$ cat src/rtl/alias_rf_pkg.sv
package alias_rf_pkg;
  localparam int unsigned RF_ENTRIES = 8;
  localparam int unsigned RF_AW      = $clog2(RF_ENTRIES);
  localparam int unsigned RF_W       = 80;
  localparam int unsigned RF_PW      = 64;
  localparam int unsigned RF_HW      = RF_W - RF_PW;

  typedef logic [RF_AW-1:0] rf_idx_t;
  typedef logic [RF_W-1:0]  rf_entry_t;
  typedef logic [RF_PW-1:0] rf_pword_t;

  // physical slot for a stack-relative index; wraps by width
  function automatic rf_idx_t stack_to_phys(input rf_idx_t top, input rf_idx_t off);
    return rf_idx_t'(top + off);
  endfunction

  // stack pointer after one cycle of push/pop controls
  function automatic rf_idx_t next_top(input rf_idx_t top, input logic push, input logic pop);
    rf_idx_t t;
    t = top;
    if (push && !pop) t = rf_idx_t'(top - 1'b1);
    else if (pop && !push) t = rf_idx_t'(top + 1'b1);
    return t;
  endfunction

  // packed data widened to a full entry with the marker field set
  function automatic rf_entry_t widen_packed(input rf_pword_t d);
    return {{RF_HW{1'b1}}, d};
  endfunction

  function automatic logic marker_set(input rf_entry_t e);
    return &e[RF_W-1:RF_PW];
  endfunction
endpackage

$ cat src/rtl/alias_rf_topptr.sv
module alias_rf_topptr
  import alias_rf_pkg::*;
#(
  parameter int unsigned AW = RF_AW
) (
  input  logic          clk,
  input  logic          rst_n,
  input  logic          push,
  input  logic          pop,
  input  logic          pk_reset,
  output logic [AW-1:0] top_q,
  output logic [AW-1:0] top_stack_nxt
);
  // pointer after push/pop only; used to place stack writes
  always_comb begin
    top_stack_nxt = top_q;
    if (push && !pop) top_stack_nxt = top_q - 1'b1;
    else if (pop && !push) top_stack_nxt = top_q + 1'b1;
  end

  always_ff @(posedge clk or negedge rst_n) begin
    if (!rst_n)        top_q <= '0;
    else if (pk_reset) top_q <= '0;
    else               top_q <= top_stack_nxt;
  end
endmodule

$ cat src/rtl/alias_rf_storage.sv
module alias_rf_storage
  import alias_rf_pkg::*;
#(
  parameter int unsigned N  = RF_ENTRIES,
  parameter int unsigned W  = RF_W,
  parameter int unsigned PW = RF_PW,
  parameter int unsigned AW = $clog2(N)
) (
  input  logic                 clk,
  input  logic                 rst_n,
  input  logic                 st_we,
  input  logic [AW-1:0]        st_wphys,
  input  logic [W-1:0]         st_wdata,
  input  logic                 pk_we,
  input  logic [AW-1:0]        pk_widx,
  input  logic [PW-1:0]        pk_wdata,
  input  logic [AW-1:0]        rd_idx_0,
  input  logic [AW-1:0]        rd_idx_1,
  input  logic [AW-1:0]        rd_idx_2,
  input  logic [AW-1:0]        rd_idx_3,
  output logic [W-1:0]         rd_data_0,
  output logic [W-1:0]         rd_data_1,
  output logic [W-1:0]         rd_data_2,
  output logic [W-1:0]         rd_data_3,
  output logic [N-1:0][W-1:0]  entries
);
  localparam int unsigned HW = W - PW;

  logic [W-1:0] pk_full;
  assign pk_full = {{HW{1'b1}}, pk_wdata};

  for (genvar g = 0; g < N; g++) begin : g_ent
    logic         hit_pk;
    logic         hit_st;
    logic [W-1:0] ent_q;

    assign hit_pk = pk_we && (pk_widx == AW'(g));
    assign hit_st = st_we && (st_wphys == AW'(g));

    // packed write has priority over a stack write to the same slot
    always_ff @(posedge clk or negedge rst_n) begin
      if (!rst_n)      ent_q <= '0;
      else if (hit_pk) ent_q <= pk_full;
      else if (hit_st) ent_q <= st_wdata;
    end

    assign entries[g] = ent_q;
  end

  // asynchronous reads of stored state give read-before-write
  assign rd_data_0 = entries[rd_idx_0];
  assign rd_data_1 = entries[rd_idx_1];
  assign rd_data_2 = entries[rd_idx_2];
  assign rd_data_3 = entries[rd_idx_3];
endmodule

$ cat src/rtl/alias_rf_marker.sv
module alias_rf_marker #(
  parameter int unsigned N  = 8,
  parameter int unsigned W  = 80,
  parameter int unsigned PW = 64
) (
  input  logic [N-1:0][W-1:0] entries,
  output logic [N-1:0]        flags
);
  for (genvar g = 0; g < N; g++) begin : g_flag
    assign flags[g] = &entries[g][W-1:PW];
  end
endmodule

$ cat src/rtl/alias_regfile.sv
module alias_regfile
  import alias_rf_pkg::*;
#(
  parameter int unsigned N  = RF_ENTRIES,
  parameter int unsigned W  = RF_W,
  parameter int unsigned PW = RF_PW,
  localparam int unsigned AW = $clog2(N)
) (
  input  logic          clk,
  input  logic          rst_n,
  input  logic          st_push,
  input  logic          st_pop,
  input  logic          st_we,
  input  logic [AW-1:0] st_waddr,
  input  logic [W-1:0]  st_wdata,
  input  logic [AW-1:0] st_raddr_a,
  output logic [W-1:0]  st_rdata_a,
  input  logic [AW-1:0] st_raddr_b,
  output logic [W-1:0]  st_rdata_b,
  input  logic          pk_we,
  input  logic [AW-1:0] pk_waddr,
  input  logic [PW-1:0] pk_wdata,
  input  logic [AW-1:0] pk_raddr_a,
  output logic [PW-1:0] pk_rdata_a,
  input  logic [AW-1:0] pk_raddr_b,
  output logic [PW-1:0] pk_rdata_b,
  output logic [AW-1:0] top_o,
  output logic [N-1:0]  packed_map
);
  logic [AW-1:0]       top_q;
  logic [AW-1:0]       top_stack_nxt;
  logic [AW-1:0]       st_wphys;
  logic [AW-1:0]       st_rphys_a;
  logic [AW-1:0]       st_rphys_b;
  logic [W-1:0]        rd_pk_a;
  logic [W-1:0]        rd_pk_b;
  logic [N-1:0][W-1:0] entries;

  alias_rf_topptr #(.AW(AW)) u_top (
    .clk           (clk),
    .rst_n         (rst_n),
    .push          (st_push),
    .pop           (st_pop),
    .pk_reset      (pk_we),
    .top_q         (top_q),
    .top_stack_nxt (top_stack_nxt)
  );

  // stack writes use the moved pointer, reads use the held one
  assign st_wphys   = top_stack_nxt + st_waddr;
  assign st_rphys_a = top_q + st_raddr_a;
  assign st_rphys_b = top_q + st_raddr_b;

  alias_rf_storage #(.N(N), .W(W), .PW(PW), .AW(AW)) u_store (
    .clk       (clk),
    .rst_n     (rst_n),
    .st_we     (st_we),
    .st_wphys  (st_wphys),
    .st_wdata  (st_wdata),
    .pk_we     (pk_we),
    .pk_widx   (pk_waddr),
    .pk_wdata  (pk_wdata),
    .rd_idx_0  (st_rphys_a),
    .rd_idx_1  (st_rphys_b),
    .rd_idx_2  (pk_raddr_a),
    .rd_idx_3  (pk_raddr_b),
    .rd_data_0 (st_rdata_a),
    .rd_data_1 (st_rdata_b),
    .rd_data_2 (rd_pk_a),
    .rd_data_3 (rd_pk_b),
    .entries   (entries)
  );

  alias_rf_marker #(.N(N), .W(W), .PW(PW)) u_mark (
    .entries (entries),
    .flags   (packed_map)
  );

  assign pk_rdata_a = rd_pk_a[PW-1:0];
  assign pk_rdata_b = rd_pk_b[PW-1:0];
  assign top_o      = top_q;

  logic unused_hi;
  assign unused_hi = ^{rd_pk_a[W-1:PW], rd_pk_b[W-1:PW]};
endmodule

$ cat config.mk
export PLATFORM = sky130hd
export DESIGN_NAME = alias_regfile
export DESIGN_NICKNAME = d
export VERILOG_FILES = /design/src/rtl/alias_rf_pkg.sv /design/src/rtl/alias_rf_topptr.sv /design/src/rtl/alias_rf_storage.sv /design/src/rtl/alias_rf_marker.sv /design/src/rtl/alias_regfile.sv
export SDC_FILE = /design/constraint.sdc
export NUM_CORES = 2
export LEC_CHECK = 0
export ABC_AREA = 1
export CAP_MARGIN = 20
export CELL_PAD_IN_SITES_DETAIL_PLACEMENT = 1
export CELL_PAD_IN_SITES_GLOBAL_PLACEMENT = 2
export CORE_MARGIN = 4
export CORE_UTILIZATION = 35
export DETAILED_ROUTE_END_ITERATION = 10
export DONT_BUFFER_PORTS = 1
export GPL_ROUTABILITY_DRIVEN = 0
export GPL_TIMING_DRIVEN = 0
export PLACE_DENSITY_LB_ADDON = 0.1
export SYNTH_ARGS = -nofsm -noshare
export SYNTH_HDL_FRONTEND = slang
export SYNTH_SLANG_ARGS = --single-unit
$ cat constraint.sdc
create_clock -name clk -period 3.2 [get_ports clk]
set_clock_uncertainty 0.05 [all_clocks]
set_input_delay 0.32 -clock clk [delete_from_list [all_inputs] [get_ports clk]]
set_output_delay 0.32 -clock clk [all_outputs]
set_load 0.01 [all_outputs]
==> metrics.txt <==
status finished with violations; failing checks setup timing; CP max-delay cell a31oi_1; Min-Delay Path Class in -> reg; Synth Net Count 8348; CP max FO 10; hold path cells 5; initial antenna violation count 34; clock power share 18.8%; Unique masters post-synth 27; mean number of vias per cell 6.350; starting density of the core 35.24%; Slew HR 10.56%; sequential-to-total area share from yosys stat 31.82%; Crit path required time 2.83 ns; delay-heaviest family, CP buffers and inverters; Reg power frac 27.6%; pwr dens 950.0 nW/um2; most frequent cells in the layout nand2_1 (2320), o21ai_0 (1268), nand3_1 (680); 1st-iter DRT viols 7609; Placed Instances 10100; Core ar. 143500 um2; Setup Viol. Count Final 909; Die Height 388.1 um; fin crit share 120.2%; first-pass GRT wire length 472.5 mm; Combinational Power Share 53.6%; Fmax 0.2601 GHz; Place WS -2.130 ns; largest net degree at the start of global routing 644; worst r2r src u_top.top_q[0]$_DFF_PN0_; vias in the first global route 64570; die area 150600 um2; post-route design area 63900 um2; chip width 388.1 um; crit-path max cell delay 0.75 ns; WP data arrival 3.48 ns; htree depth 3; most used cell, CP clkbuf_1; VDD IR max 0.4911 mV; switching share of power 51.05%; register bit total from synthesis 643; CP Capture Type output port; worst reg-to-reg path cell count 13; clk buf depth 3; IO Pins 467; synth warn 0; Multi-input gate area 32770 um2; Synth Instances 8172; worst-skew pair later-pin latency 0.73 ns; IO buf count 0; final setup TNS -183.14 ns; Avg Inst Size Synth 6.187 um2; most common cell after layout, fill and taps aside nand2_1; Area Overhead vs Synth 26.37%; HPWL after DPL 248.8 mm; Slew Viols, Final 0; total track usage 42.36%; Post-Route WL 337.6 mm; RSZ-0062 raised after global routing true; LEAKAGE 29.06 nW; drc violations 0; R2R Path End u_store.g_ent[2].ent_q[0]$_DFFE_PN0P_; fin nets 8614; sequential cell area 16090 um2; Sink Count 643; Non-Filler Instances 10450; slack of the critical path -0.6452 ns; switching pwr 30.99 mW; Initial DRT Pass Iterations 6; Routed WL per cell 32.32 um; Buf+Inv Stages, Crit Path 4; FP Rows 139; CP Class in -> out; reg2reg setup slack -0.39 ns; Int Pwr 29.71 mW; Post-Syn Area 50560 um2; CP Launch Type input pin; CTS tree done; fin crit period 3.845 ns; CP Cell Sequence clkbuf_1, clkbuf_1, buf_8, clkbuf_1, o21ai_0, o21ai_0, nor2_1, a31oi_1; min-delay src st_wdata[44]; final hold viol count 0; Power, Total 60.70 mW; clk slew on worst S/H paths 0.07 ns; Overflow after GRT 0; fill count 18390; share of cells above drive strength 1 12.14%; area of placed instances 53670 um2; Root Driver clkbuf_16; Vias 66320; Hold EP u_store.g_ent[7].ent_q[44]$_DFFE_PN0P_; MaxCap Viol Count 0; clock buffer count from CTS 88; Slew @ Worst Pin 1.340 ns; Routed Antenna Nets 0
-- per-layer routing --
metal | global-route usage [%] | share of wire (%) | up-vias
li1 | - | - | 28390
met1 | 53.16 | 39 | 33170
met2 | 64.69 | 44 | 3719
met3 | 10.33 | 9.7 | 1005
met4 | 27.95 | 7.9 | 32
met5 | 0 | 0.063 | -
-- metrics by stage --
stage	hold slack (ns)	utilization, %
2_1_floorplan	-0.02559	-
3_3_place_gp	0.02427	36.90
3_5_place_dp	0.02690	37.41
4_1_cts	-0.7635	43.09
5_1_grt	0.03325	44.49
6_report	0.02739	44.53
-- sequential cells by signal (all words and copies together), names as in the netlist --
signal,count
u_store.g_ent.ent_q,640
u_top.top_q,3
-- power groups by stage --
| stage | clock (mW) | sequential, mW | combinational (mW) |
|---|---|---|---|
| floorplan | 0 | 14.8 | 16.0 |
| global placement | 0 | 16.3 | 23.9 |
| detailed placement | 0 | 16.5 | 24.8 |
| CTS | 11.4 | 16.4 | 29.4 |
| global route | 11.8 | 17.1 | 34.6 |
| finish | 11.4 | 16.7 | 32.5 |
-- synth_stat cells --
master,count,area [um2]
buf_1,48,180.2
clkbuf_1,618,2320
nor3_1,5,25.02
clkbuf_2,73,365.4
inv_1,412,1546
xor2_1,3,26.28
o21ai_0,1374,6877
dfrtp_1,643,16090
nor4_1,8,50.05
nand3_1,684,3423
nand2_2,4,25.02
o211ai_1,418,3138
nor2_2,1,6.260
nand3_2,2,20.02
a21oi_1,607,3038
buf_2,91,455.4
a2bb2oi_1,1,8.760
inv_2,3,11.26
buf_4,9,67.56
a31oi_1,288,1802
nor2_1,456,1712
clkinv_1,1,3.750
nand4_1,68,425.4
fa_1,3,60.06
ha_1,5,62.56
nand2_1,2344,8798
xnor2_1,3,26.28
-- worst register-to-register path, stage by stage (launching register included) --
cell	delay [ns]
dfrtp_2	0.50
inv_1	0.12
ha_4	0.28
inv_1	0.03
nor2_1	0.10
a2bb2oi_1	0.29
fa_2	0.56
nor3_2	0.36
nand3_4	0.15
buf_16	0.20
nand2_8	0.27
buf_2	0.39
nand2_1	0.14
nand2_1	0.10
-- layout make-up --
| class | count | share of cell area [%] |
|---|---|---|
| Multi-Input combinational cell | 6275 | 51.29 |
| Sequential cell | 643 | 25.19 |
| Buffer | 829 | 7.698 |
| Timing Repair Buffer | 185 | 4.465 |
| Clock buffer | 118 | 3.920 |
| Tap cell | 1903 | 3.726 |
| Inverter | 416 | 2.444 |
| Clock inverter | 45 | 1.153 |
| Antenna cell | 31 | 0.1214 |
-- cells by family (layout without fill, tap and decap cells) --
family,after synthesis,in the layout,share of synthesized area [%]
fa+ha+maj,8,8,0.2425
flops,643,643,31.82
simple gates,3572,3573,28.65
buf+inv,1255,1593,9.789
other cells,0,31,0
compound gates,2688,2688,29.39
xor+xnor,6,6,0.1039
-- how the worst max path moves through the flow --
stage                                   startpoint                                     end  slack [ns]  depth (start not counted)
after floorplan           u_top.top_q[1]$_DFF_PN0_  u_store.g_ent[4].ent_q[10]$_DFFE_PN0P_        0.29                         14
after detailed placement  u_top.top_q[0]$_DFF_PN0_                          st_rdata_a[28]       -2.13                          8
final                                pk_raddr_b[0]                          pk_rdata_b[60]       -0.65                          8
after CTS                 u_top.top_q[0]$_DFF_PN0_                          st_rdata_a[48]       -0.61                         11
after global placement    u_top.top_q[1]$_DFF_PN0_  u_store.g_ent[2].ent_q[17]$_DFFE_PN0P_       -3.11                         12
after global routing      u_top.top_q[0]$_DFF_PN0_                          st_rdata_b[79]       -0.50                          6
-- what timing repair did --
item	CTS	global route
buffers inserted	38	24
gates resized for setup	811	520
cloned	13	15
pin swaps	109	144
endpoints found under the hold margin	890	340
setup endpoints to repair	859	917
hold buffers	66	2
(Power assumes the default switching activity.)
